--- src/rtl/wdog_pkg.sv ---
package wdog_pkg;

  // Strobes from the control module to the datapath
  typedef struct packed {
    logic cntEn;    // advance the first stage
    logic cntClr;   // restart the watchdog count
    logic psClr;    // reassignment: clear the shared prescaler
    logic psToWdt;  // shared prescaler owned by the watchdog
  } wdogStrb_t;

endpackage

--- src/rtl/wdog_ctrl.sv ---
module wdog_ctrl
  import wdog_pkg::*;
#(
  parameter int CODE_W   = 4,
  parameter int RST_CODE = 4,
  localparam int CTRL_W  = CODE_W + 1
) (
  input  logic              clk,
  input  logic              rst_n,
  input  logic              ctlWrEn,
  input  logic [CTRL_W-1:0] ctlWrData,
  input  logic              cfgForceEn,
  input  logic              clrCmd,
  input  logic              oscFail,
  input  logic              sleepExit,
  input  logic              clkIsCrystal,
  input  logic              ostActive,
  input  logic              ostDone,
  input  logic              psAssignWdt,
  output logic [CTRL_W-1:0] ctrlReg,
  output wdogStrb_t         strb
);

  localparam logic [CTRL_W-1:0] CTRL_RST = {CODE_W'(RST_CODE), 1'b0};

  logic xtalWait;
  logic prevAssign;
  logic wdtOn;
  logic holdClr;

  always_ff @(posedge clk) begin
    if (!rst_n)       ctrlReg <= CTRL_RST;
    else if (ctlWrEn) ctrlReg <= ctlWrData;
  end

  // Crystal wake: keep the count cleared until the start-up timer expires
  always_ff @(posedge clk) begin
    if (!rst_n)                          xtalWait <= 1'b0;
    else if (sleepExit && clkIsCrystal)  xtalWait <= 1'b1;
    else if (ostDone)                    xtalWait <= 1'b0;
  end

  always_ff @(posedge clk) begin
    if (!rst_n) prevAssign <= 1'b0;
    else        prevAssign <= psAssignWdt;
  end

  always_comb begin
    wdtOn        = cfgForceEn | ctrlReg[0];
    holdClr      = ostActive | xtalWait;
    strb.cntEn   = wdtOn & ~holdClr;
    strb.cntClr  = ~wdtOn | holdClr | clrCmd | oscFail | sleepExit;
    strb.psClr   = psAssignWdt ^ prevAssign;
    strb.psToWdt = psAssignWdt;
  end

endmodule

--- src/rtl/wdog_dp.sv ---
module wdog_dp
  import wdog_pkg::*;
#(
  parameter int CODE_W  = 4,
  parameter int S1_W    = 16,
  parameter int S1_BASE = 5,
  parameter int PS_W    = 8,
  parameter int RATIO_W = 3
) (
  input  logic               clk,
  input  logic               rst_n,
  input  wdogStrb_t          strb,
  input  logic [CODE_W-1:0]  periodCode,
  input  logic [RATIO_W-1:0] psRatio,
  input  logic               tmrSrcTick,
  output logic               tmrPsTick,
  output logic               timeout
);

  localparam int SH_W = 8;

  logic [SH_W-1:0] shAmt;
  logic [S1_W-1:0] s1Mask;
  logic [S1_W-1:0] s1Cnt;
  logic [PS_W-1:0] psMask;
  logic [PS_W-1:0] psCnt;
  logic            s1Tick;
  logic            psHit;
  logic            wdtTick;

  // First-stage tap, saturating at the full counter width
  always_comb begin
    shAmt = SH_W'(periodCode) + SH_W'(S1_BASE);
    if (shAmt >= SH_W'(S1_W)) s1Mask = '1;
    else                      s1Mask = S1_W'((32'd1 << shAmt) - 32'd1);
    psMask  = PS_W'((32'd1 << (32'(psRatio) + 32'd1)) - 32'd1);
    s1Tick  = strb.cntEn && (s1Cnt >= s1Mask);
    psHit   = (psCnt >= psMask);
    wdtTick = strb.psToWdt ? (s1Tick && psHit) : s1Tick;
  end

  always_ff @(posedge clk) begin
    if (!rst_n)                      s1Cnt <= '0;
    else if (strb.cntClr || s1Tick)  s1Cnt <= '0;
    else if (strb.cntEn)             s1Cnt <= s1Cnt + 1'b1;
  end

  // Shared prescaler: counts first-stage ticks or timer ticks
  always_ff @(posedge clk) begin
    if (!rst_n)            psCnt <= '0;
    else if (strb.psClr)   psCnt <= '0;
    else if (strb.psToWdt) begin
      if (strb.cntClr || wdtTick) psCnt <= '0;
      else if (s1Tick)            psCnt <= psCnt + 1'b1;
    end else if (tmrSrcTick) begin
      psCnt <= psHit ? '0 : psCnt + 1'b1;
    end
  end

  always_ff @(posedge clk) begin
    if (!rst_n) begin
      timeout   <= 1'b0;
      tmrPsTick <= 1'b0;
    end else begin
      timeout   <= wdtTick && !strb.cntClr;
      tmrPsTick <= strb.psToWdt ? tmrSrcTick
                                : (tmrSrcTick && psHit && !strb.psClr);
    end
  end


  timeout_pulse_chk: assert property (@(posedge clk) disable iff (!rst_n)
    timeout |=> !timeout);


  ps_reassign_clr_chk: assert property (@(posedge clk) disable iff (!rst_n)
    strb.psClr |=> (psCnt == '0));


  timeout_needs_count_chk: assert property (@(posedge clk) disable iff (!rst_n)
    timeout |-> $past(strb.cntEn));

endmodule

--- src/rtl/wdog_core.sv ---
module wdog_core
  import wdog_pkg::*;
#(
  parameter int CODE_W   = 4,
  parameter int RST_CODE = 4,
  parameter int S1_W     = 16,
  parameter int S1_BASE  = 5,
  parameter int PS_W     = 8,
  parameter int RATIO_W  = 3,
  localparam int CTRL_W  = CODE_W + 1
) (
  input  logic               clk,
  input  logic               rst_n,
  input  logic               ctlWrEn,
  input  logic [CTRL_W-1:0]  ctlWrData,
  output logic [CTRL_W-1:0]  ctrlRdData,
  input  logic               cfgForceEn,
  input  logic               clrCmd,
  input  logic               oscFail,
  input  logic               sleepExit,
  input  logic               clkIsCrystal,
  input  logic               ostActive,
  input  logic               ostDone,
  input  logic               psAssignWdt,
  input  logic [RATIO_W-1:0] psRatio,
  input  logic               tmrSrcTick,
  output logic               tmrPsTick,
  output logic               timeout
);

  wdogStrb_t         strb;
  logic [CTRL_W-1:0] ctrlReg;

  wdog_ctrl #(.CODE_W(CODE_W), .RST_CODE(RST_CODE)) u_ctrl (
    .clk(clk), .rst_n(rst_n), .ctlWrEn(ctlWrEn), .ctlWrData(ctlWrData),
    .cfgForceEn(cfgForceEn), .clrCmd(clrCmd), .oscFail(oscFail),
    .sleepExit(sleepExit), .clkIsCrystal(clkIsCrystal),
    .ostActive(ostActive), .ostDone(ostDone), .psAssignWdt(psAssignWdt),
    .ctrlReg(ctrlReg), .strb(strb)
  );

  wdog_dp #(.CODE_W(CODE_W), .S1_W(S1_W), .S1_BASE(S1_BASE),
            .PS_W(PS_W), .RATIO_W(RATIO_W)) u_dp (
    .clk(clk), .rst_n(rst_n), .strb(strb),
    .periodCode(ctrlReg[CTRL_W-1:1]), .psRatio(psRatio),
    .tmrSrcTick(tmrSrcTick), .tmrPsTick(tmrPsTick), .timeout(timeout)
  );

  assign ctrlRdData = ctrlReg;


  disabled_quiet_chk: assert property (@(posedge clk) disable iff (!rst_n)
    (!cfgForceEn && !ctrlReg[0]) |=> !timeout);


  ost_hold_chk: assert property (@(posedge clk) disable iff (!rst_n)
    ostActive |=> !timeout);

endmodule

--- config.mk ---
export PLATFORM = sky130hd
export DESIGN_NAME = wdog_core
export DESIGN_NICKNAME = d
export VERILOG_FILES = /design/src/rtl/wdog_pkg.sv /design/src/rtl/wdog_ctrl.sv /design/src/rtl/wdog_dp.sv /design/src/rtl/wdog_core.sv
export SDC_FILE = /design/constraint.sdc
export NUM_CORES = 1
export LEC_CHECK = 0
export CORE_MARGIN = 2
export CORE_UTILIZATION = 55
export CTS_BUF_LIST = sky130_fd_sc_hd__clkbuf_4
export DETAILED_ROUTE_END_ITERATION = 6
export GPL_TIMING_DRIVEN = 0
export PLACE_DENSITY = 0.84
export SLEW_MARGIN = 40
export SYNTH_ARGS = -nofsm -noshare
export SYNTH_HDL_FRONTEND = slang
export SYNTH_SLANG_ARGS = --single-unit
--- constraint.sdc ---
create_clock -name clk -period 5.1 [get_ports clk]
set_clock_uncertainty 0.2 [all_clocks]
set_input_delay 0.51 -clock clk [delete_from_list [all_inputs] [get_ports clk]]
set_output_delay 0.51 -clock clk [all_outputs]
set_load 0.05 [all_outputs]
# Word level (Yosys, flattened, before mapping)
# Cells that the tools add are included.
# Widths: inputs -> output; s select.
# classes
shift	2
eq_ne	1
order_cmp	3
muxes	10
n_addsub	6
bitwise	11
n_reduce_logical	15
# op_table
op	n
$mux 8	5
$shl 1x32->8 const A	1
$add 16x1->16 const B	1
$ge 16x16->1	1
$mux 16	1
$shl 1x8->16 const A	1
$sub 16x1->16 const B	1
$add 8x1->8 const B	1
$ge 8x5->1 const B	1
$ge 8x8->1	1
$sub 8x1->8 const B	1
$logic_and 1x1->1	6
$or 1x1->1	6
$add 4x3->5 const B	1
$add 3x1->4 const B	1
$mux 1	4
$reduce_bool 2->1	2
$reduce_or 2->1	2
$ne 3x1->1 const B	1
$not 1->1	3
$logic_not 1->1	2
$logic_or 1x1->1	2
$reduce_and 2->1	1
$and 1x1->1	1
$xor 1x1->1	1
# totals
elab_cells	55
output_inout_bits	7
ff_bits	33

# Logic depth before layout (Yosys ltp)
# Gate-level depths: netlist of run 1.
# depth
ltp_word	11
ltp_mapped	19

# Modules after synthesis
# From an unflattened synthesis of run 1, not the netlist that was laid out.
# hier_totals
cells_unflattened	346
hier_area_um2	2840.2
# by_module_without_submodules
module	seq_area_each_um2	cells_each	area_per_inst_um2	n_inst
wdog_dp	520.5	318	2555.0	1
wdog_ctrl	140.1	28	285.3	1

# Worst setup path before layout of run 1
# No wires, ideal clock.
# synth_timing
kind	reg-to-reg
start	register u_ctrl.ctrlReg[1]
end	register u_dp.psCnt[3]
path_slack_ns	0.712
path_buffers	2
required_time_ns	4.828
path_stages_with_launch	20
t_arrival_ns	4.117
path_cell_list	dfxtp_1 -> buf_2 -> nand2_1 -> inv_1 -> ha_1 -> nor3_1 -> nand2_1 -> ha_1 -> o21ai_1 -> a31o_2 -> nor2_1 -> o221a_2 -> ha_1 -> nand4_1 -> nor4_1 -> a32oi_1 -> a41oi_1 -> buf_2 -> a32oi_1 -> mux2i_1
# synth_via
elab_chain_len	11
elab_cells_between_ends	14
classes_between	add/sub (2); order compare (2); eq/ne (1); shift (1); mux (4); reduce/logical (4)
# synth_lines
element	line_no	text
start: declaration	wdog_ctrl.sv:20	output logic [CTRL_W-1:0] ctrlReg,
start signal: assignment	wdog_ctrl.sv:33	else if (ctlWrEn) ctrlReg <= ctlWrData;
$add 4x3->5 (*)	wdog_dp.sv:33	shAmt = SH_W'(periodCode) + SH_W'(S1_BASE);
$shl 1x8->16	wdog_dp.sv:35	else s1Mask = S1_W'((32'd1 << shAmt) - 32'd1);
$sub 16x1->16	wdog_dp.sv:35	
$mux 16 (*)	wdog_dp.sv:34	if (shAmt >= SH_W'(S1_W)) s1Mask = '1;
$ge 16x16->1 (*)	wdog_dp.sv:37	s1Tick = strb.cntEn && (s1Cnt >= s1Mask);
$logic_and 1x1->1 (*)	wdog_dp.sv:37	
$logic_and 1x1->1	wdog_dp.sv:39	wdtTick = strb.psToWdt ? (s1Tick && psHit) : s1Tick;
$mux 1	wdog_dp.sv:39	
$logic_or 1x1->1	wdog_dp.sv:53	if (strb.cntClr || wdtTick) psCnt <= '0;
$ne 3x1->1 (no source line) / $mux 8 (equally long branches)	--	
$reduce_and 2->1 (no source line) / $mux 8 (equally long branches)	--	
end signal: assignment	wdog_dp.sv:54	else if (s1Tick) psCnt <= psCnt + 1'b1;
end signal: assignment	wdog_dp.sv:56	psCnt <= psHit ? '0 : psCnt + 1'b1;
end: declaration	wdog_dp.sv:26	logic [PS_W-1:0] psCnt;
# Every way passes the cells marked *; elsewhere a longest branch is shown, timed or not.
# A chain may end at the register's enable or synchronous reset.

# Final worst setup path of run 1
# Same ends and word-level chain as after synthesis.

==> impl_metrics.py, run 1 <==
metrics = {
    "clock_tree": {
        "worstSkewPairLatency_ps": 340,
        "cts_tree": "done",
        "cts_buffers": 5,
        "root_buffer": "clkbuf_4",
        "cts_max_path_buffers": 2,
        "clock_sinks": 33,
        "cts_setup_buffers": 0,
        "clkTransAtPathRegs_ps": 110,
        "htree_num_levels": 2,
    },
    "placement": {
        "place_congestion": 0.912,
        "io_buffers": 21,
        "placed_cells": 446,
        "place.detailed.hpwl_um": 4770,
    },
    "synth": {
        "async_flop_share": 0,
        "ys_warn_count": 0,
        "ys_seq_elements": 33,
        "synth-seq-area-share": 0.236,
        "synth.distinct_cells": 61,
        "netlist_instances": 357,
        "yosys_most_used_dff": "dfxtp_1",
        "syn_area_um2": 2800,
        "syn_area_per_cell_um2": 7.84,
        "synth-edff-count": 0,
    },
    "global_route": {
        "grt_pass1_wl_um": 10100,
        "first_global_vias": 2338,
        "grt_max_degree": 11,
        "grt_usage": 0.228,
        "grt_overflow": 0,
        "antenna_found_initial": 0,
    },
    "setup_path": {
        "crit_path_cell_trace": "buf_2, nand2_1, inv_1, ha_1, clkbuf_1, nand2_1, ha_1, o21ai_1, a31o_2, nor2_1, o221a_2, ha_1, nand4_1, nor4_1, a32oi_1, a41oi_1, buf_2, a32oi_1, mux2i_1",
        "max_stage_delay_ps": 360,
        "worst_path_dominant_cell_family": "compound AO/OA/AOI/OAI gates",
        "cp-end-kind": "flop",
        "cpMostUsedCell": "ha_1",
        "path_max_fanout": 10,
        "crit_type": "reg2reg",
        "cp.required_ps": 5180,
        "path_buf_inv": 4,
        "worstPathArrival_ps": 4820,
        "start_kind": "flop",
        "crit_slowest_cell": "clkbuf_1",
    },
    "floorplan": {
        "die_width_um": 75.4,
        "rows": 25,
        "die_area_um2": 5680,
        "die_y_um": 75.4,
        "ios": 27,
        "core-area_um2": 4820,
        "start_util": 0.581,
    },
    "timing": {
        "setup_viol": 0,
        "fin_crit_sh": 0.930,
        "holdWs_ps": 298,
        "timing.setup.tns_ps": 0,
        "rsz0062_at_grt": "false",
        "hold_viol_final": 0,
        "fmax_mhz": 211,
        "slew_viol_final": 0,
        "slew-limit-headroom": 0.578,
        "worst_slew_pin_slew_ps": 632,
        "fin_crit_ps": 4740,
    },
    "routing": {
        "drtPass1Iterations": 5,
        "routed_wl_um": 6290,
        "drtAntennaViolNets": 0,
        "drt_iter0_markers": 291,
        "via_per_inst": 5.93,
        "drc": 0,
        "wl_per_cell_um": 13.9,
        "vias": 2691,
    },
    "status": {
        "status": "complete, no violations",
    },
    "final_layout": {
        "stdcell_count": 454,
        "area_growth_pct": 13.0,
        "final_util": 0.657,
        "drive_above_1_share": 0.0853,
        "n_antenna_cell": 0,
        "nets": 436,
    },
    "power": {
        "power.density_nw_per_um2": 185,
        "fin_total_pwr_uw": 584,
        "peakVddDrop_mv": 0.173,
        "p_leak_nw": 1.24,
    },
    "run": {
        "maxCapViolCount": 0,
    },
    "worst_hold_path": {
        "hold_class": "reg2reg",
    },
}
-- routing by layer --
metal  vias to the layer above  track usage  wire length (um)
li1                       1339            -                 -
met1                      1229        0.292              2870
met2                       104        0.385              2970
met3                        19       0.0463               325
met4                         0       0.0760               126
met5                         -            0                 0
-- sequential cells by signal, indices dropped and copies added, names as in the netlist --
signal,flops
u_ctrl.xtalWait,1
u_dp.s1Cnt,16
u_dp.psCnt,8
u_dp.tmrPsTick,1
u_dp.timeout,1
u_ctrl.ctrlReg,5
u_ctrl.prevAssign,1
-- cell type report --
cell class | instances | area (um^2)
Buffer | 20 | 93.8
Sequential cell | 33 | 661
Fill cell | 449 | 1650
Inverter | 10 | 37.5
Clock buffer | 7 | 52.6
Tap cell | 67 | 83.8
Clock inverter | 1 | 7.51
Timing Repair Buffer | 21 | 210
Multi-Input combinational cell | 295 | 2020
-- worst reg2reg max path, cell delays in order, from the launching register on --
cell and delay (ps):
dfxtp_1 340, buf_2 220, nand2_1 120, inv_1 180, ha_1 200, clkbuf_1 360, nand2_1 100, ha_1 310
o21ai_1 260, a31o_2 210, nor2_1 60, o221a_2 260, ha_1 290, nand4_1 180, nor4_1 310, a32oi_1 180
a41oi_1 340, buf_2 270, a32oi_1 120, mux2i_1 170
-- stage by stage --
stage | instance area (um^2) | setup WS (ps)
6_report | 3160 | 359
5_1_grt | 3160 | 28.4
4_1_cts | 3160 | 380
3_5_place_dp | 3100 | 410
3_3_place_gp | 3100 | 455
2_1_floorplan | 2800 | 712
-- cells by family (layout without fill, tap and decap cells) --
kind of cell	after synthesis	in the layout	synth area share
AND/OR/NAND/NOR	153	153	0.290
AO/OA/AOI/OAI	79	79	0.189
flip-flops	33	33	0.236
adder cells (fa/ha/maj)	31	31	0.138
buffers and inverters	30	59	0.0469
XOR/XNOR	20	20	0.0626
multiplexers	10	10	0.0357
other	1	2	0.00134
-- worst paths after layout --
check / startpoint / end / slack (ps) / cells after the start
worst min register to register: u_dp.psCnt[7] / u_dp.psCnt[7] / 300 / 2
worst min-delay path: u_dp.psCnt[7] / u_dp.psCnt[7] / 300 / 2
worst max-delay path: u_ctrl.ctrlReg[1] / u_dp.psCnt[3] / 360 / 19
worst max register to register: u_ctrl.ctrlReg[1] / u_dp.psCnt[3] / 360 / 19
-- synthesized netlist by cell type (3+ instances only) --
master / instances / area [um^2]
nor3_1: 8 / 40.0
inv_1: 10 / 37.5
xnor2_1: 8 / 70.1
nand2b_1: 8 / 50.1
nor2b_1: 7 / 43.8
nor2_2: 9 / 56.3
mux2i_1: 10 / 100
o211ai_1: 3 / 22.5
dfxtp_1: 33 / 661
nor2_1: 41 / 154
ha_1: 30 / 375
buf_2: 3 / 15.0
a31oi_1: 4 / 25.0
a32oi_1: 7 / 61.3
and2_1: 4 / 25.0
and3_1: 3 / 18.8
nand3_1: 14 / 70.1
nand2_1: 32 / 120
xor2_1: 12 / 105
a21oi_1: 22 / 110
clkbuf_1: 14 / 52.6
o21ai_0: 15 / 75.1
a21o_1: 4 / 30.0
nand4_1: 10 / 62.6
-- timing repair --
item	4_1_cts	5_1_grt
setup endpoints to repair	0	1
gates resized for setup	0	1
hold buffers	0	0
-- report_power, final --
part,switching [mW],total [mW],internal [mW]
clock network,0.0960,0.161,0.0651
logic,0.0931,0.158,0.0653
registers,0.00295,0.264,0.261
-- placed cells by master, fill, tap and decap left out, drive strengths merged, types with 3 or more instances in the layout --
master          n
nor2           51
dfxtp          33
nand2          32
ha             30
a21oi          22
clkdlybuf4s50  21
clkbuf         21
o21ai          16
nand3          14
xor2           12
nand4          11
inv            10
mux2i          10
nand2b          9
nor3            9
xnor2           8
a32oi           7
nor2b           7
buf             6
a31oi           4
and2            4
a21o            4
and3            4
o211ai          3
No activity file was read; power rests on OpenSTA's default activity.
==> run 2, diff against run 1 <==
Settings changed: CTS_CLUSTER_DIAMETER set to 100.
==> results of run 2 <==
Final layout, timing and power as in run 1 (identical DEF).
==> run 3, diff against run 2 <==
Settings changed: CORE_MARGIN 2 to 5, CTS_BUF_LIST sky130_fd_sc_hd__clkbuf_4 to sky130_fd_sc_hd__clkbuf_16.
==> impl_metrics.py, run 3 (synthesized netlist as in run 1, its figures left out) <==
metrics = {
    "status": {
        "status": "complete, no violations",
    },
    "timing": {
        "fin_crit_ps": 4770,
        "fmax_mhz": 210,
        "slew-limit-headroom": 0.618,
        "timing.setup.tns_ps": 0,
        "fin_crit_sh": 0.934,
        "setup_viol": 0,
        "slew_viol_final": 0,
        "rsz0062_at_grt": "false",
        "hold_viol_final": 0,
        "worst_slew_pin_slew_ps": 569,
    },
    "setup_path": {
        "worstPathArrival_ps": 4780,
        "regToRegStartpoint": "u_ctrl.ctrlReg[2]",
        "worstRegToRegCells": 19,
        "start_kind": "flop",
        "cp.required_ps": 5110,
        "cp-end-kind": "flop",
        "path_max_fanout": 10,
        "r2r_slack_ps": 330,
        "crit_type": "reg2reg",
        "r2r_end": "u_dp.psCnt[3]",
    },
    "final_layout": {
        "drive_above_1_share": 0.0775,
        "n_antenna_cell": 0,
        "top_register": "u_dp.s1Cnt",
        "area_growth_pct": 15.8,
        "largest_reg_flops": 16,
        "nets": 436,
        "layout_common_cells": "nor2_1, dfxtp_1, nand2_1, ha_1, a21oi_1",
        "reg_top3": "u_dp.s1Cnt x16, u_dp.psCnt x8, u_ctrl.ctrlReg x5",
        "final_util": 0.647,
        "stdcell_count": 457,
        "final_common_cell": "nor2_1",
    },
    "floorplan": {
        "ios": 27,
        "die_width_um": 81.4,
        "core-area_um2": 5010,
        "die_y_um": 81.4,
        "die_area_um2": 6620,
        "start_util": 0.559,
        "rows": 26,
    },
    "placement": {
        "placed_cells": 449,
        "io_buffers": 21,
        "place_congestion": 0.937,
        "place.detailed.hpwl_um": 4780,
    },
    "routing": {
        "wl_per_cell_um": 13.8,
        "routed_wl_um": 6330,
        "via_per_inst": 5.85,
        "drt_iter0_markers": 251,
        "drc": 0,
        "drtAntennaViolNets": 0,
        "drtPass1Iterations": 5,
        "vias": 2675,
    },
    "clock_tree": {
        "htree_num_levels": 2,
        "worstSkewPairLatency_ps": 280,
        "cts_setup_buffers": 0,
        "root_buffer": "clkbuf_16",
        "cts_tree": "done",
        "holdBufCountCts": 0,
        "clkTransAtPathRegs_ps": 60,
        "cts_buffers": 5,
        "clock_sinks": 33,
        "cts_resized": 0,
        "cts_max_path_buffers": 2,
    },
    "global_route": {
        "grt_pass1_wl_um": 10700,
        "grt_usage": 0.205,
        "grt_max_degree": 11,
        "grt_overflow": 0,
        "antenna_found_initial": 0,
        "first_global_vias": 2468,
    },
    "run": {
        "maxCapViolCount": 0,
    },
    "worst_hold_path": {
        "hold_class": "reg2reg",
        "holdPathStages": 2,
        "worstHoldEndpoint": "u_dp.psCnt[7]",
        "hold_path.startpoint": "u_dp.psCnt[7]",
    },
    "power": {
        "p_leak_nw": 1.28,
        "power.density_nw_per_um2": 221,
        "peakVddDrop_mv": 0.155,
    },
}
==> run 3: how the worst max path moves through the flow <==
stage	start	to	cells past startpoint
2_1_floorplan	u_ctrl.ctrlReg[1]	u_dp.psCnt[3]	19
3_3_place_gp	u_ctrl.ctrlReg[1]	u_dp.psCnt[3]	19
3_5_place_dp	u_ctrl.ctrlReg[1]	u_dp.psCnt[3]	19
4_1_cts	u_ctrl.ctrlReg[1]	u_dp.psCnt[3]	19
5_1_grt	u_ctrl.ctrlReg[1]	u_dp.psCnt[4]	19
6_report	u_ctrl.ctrlReg[2]	u_dp.psCnt[3]	19
==> run 3: power by group <==
group          switching, mW  internal [mW]
combinational         0.0934         0.0652
clock                  0.116          0.177
sequential           0.00299          0.262
total                  0.212          0.504
==> run 3: stage by stage <==
stage	cell area, um^2	total power, mW	hold WS [ps]	setup WS, ps
final	3240	0.716	292	335
after CTS	3240	0.719	292	443
after floorplan	2800	0.383	263	712
after global routing	3240	0.750	318	28.0
after detailed placement	3100	0.425	286	486
after global placement	3100	0.420	277	498
==> run 3: worst max-delay path: stages, from the launching register on <==
cell     delay (ps)
dfxtp_1         320
buf_2           210
nand2_1         110
inv_1           180
ha_1            300
nor3_1          350
nand2_1         110
ha_1            310
o21ai_1         240
a31o_2          190
nor2_1           50
o221a_2         250
ha_1            290
nand4_1         180
nor4_1          300
a32oi_1         180
a41oi_1         340
buf_2           270
a32oi_1         120
mux2i_1         160
==> run 3: layout make-up <==
class                   count  area [um^2]
clock inverters             3         15.0
well taps                  70         87.6
plain buffers              20         93.8
multi-input cells         295         2010
inverters                  10         37.5
clock buffers               5          125
flip-flops and latches     33          661
repair buffers             21          210
fillers                   454         1770
==> run 3: routing by layer <==
| layer | part of all wire | global-route usage | wire [um] | up-vias |
|---|---|---|---|---|
| met5 | 0 | 0 | 0 | - |
| met4 | 0.026 | 0.0929 | 162 | 0 |
| met3 | 0.053 | 0.0466 | 338 | 20 |
| met2 | 0.47 | 0.323 | 2950 | 86 |
| met1 | 0.46 | 0.264 | 2880 | 1224 |
| li1 | - | - | - | 1345 |
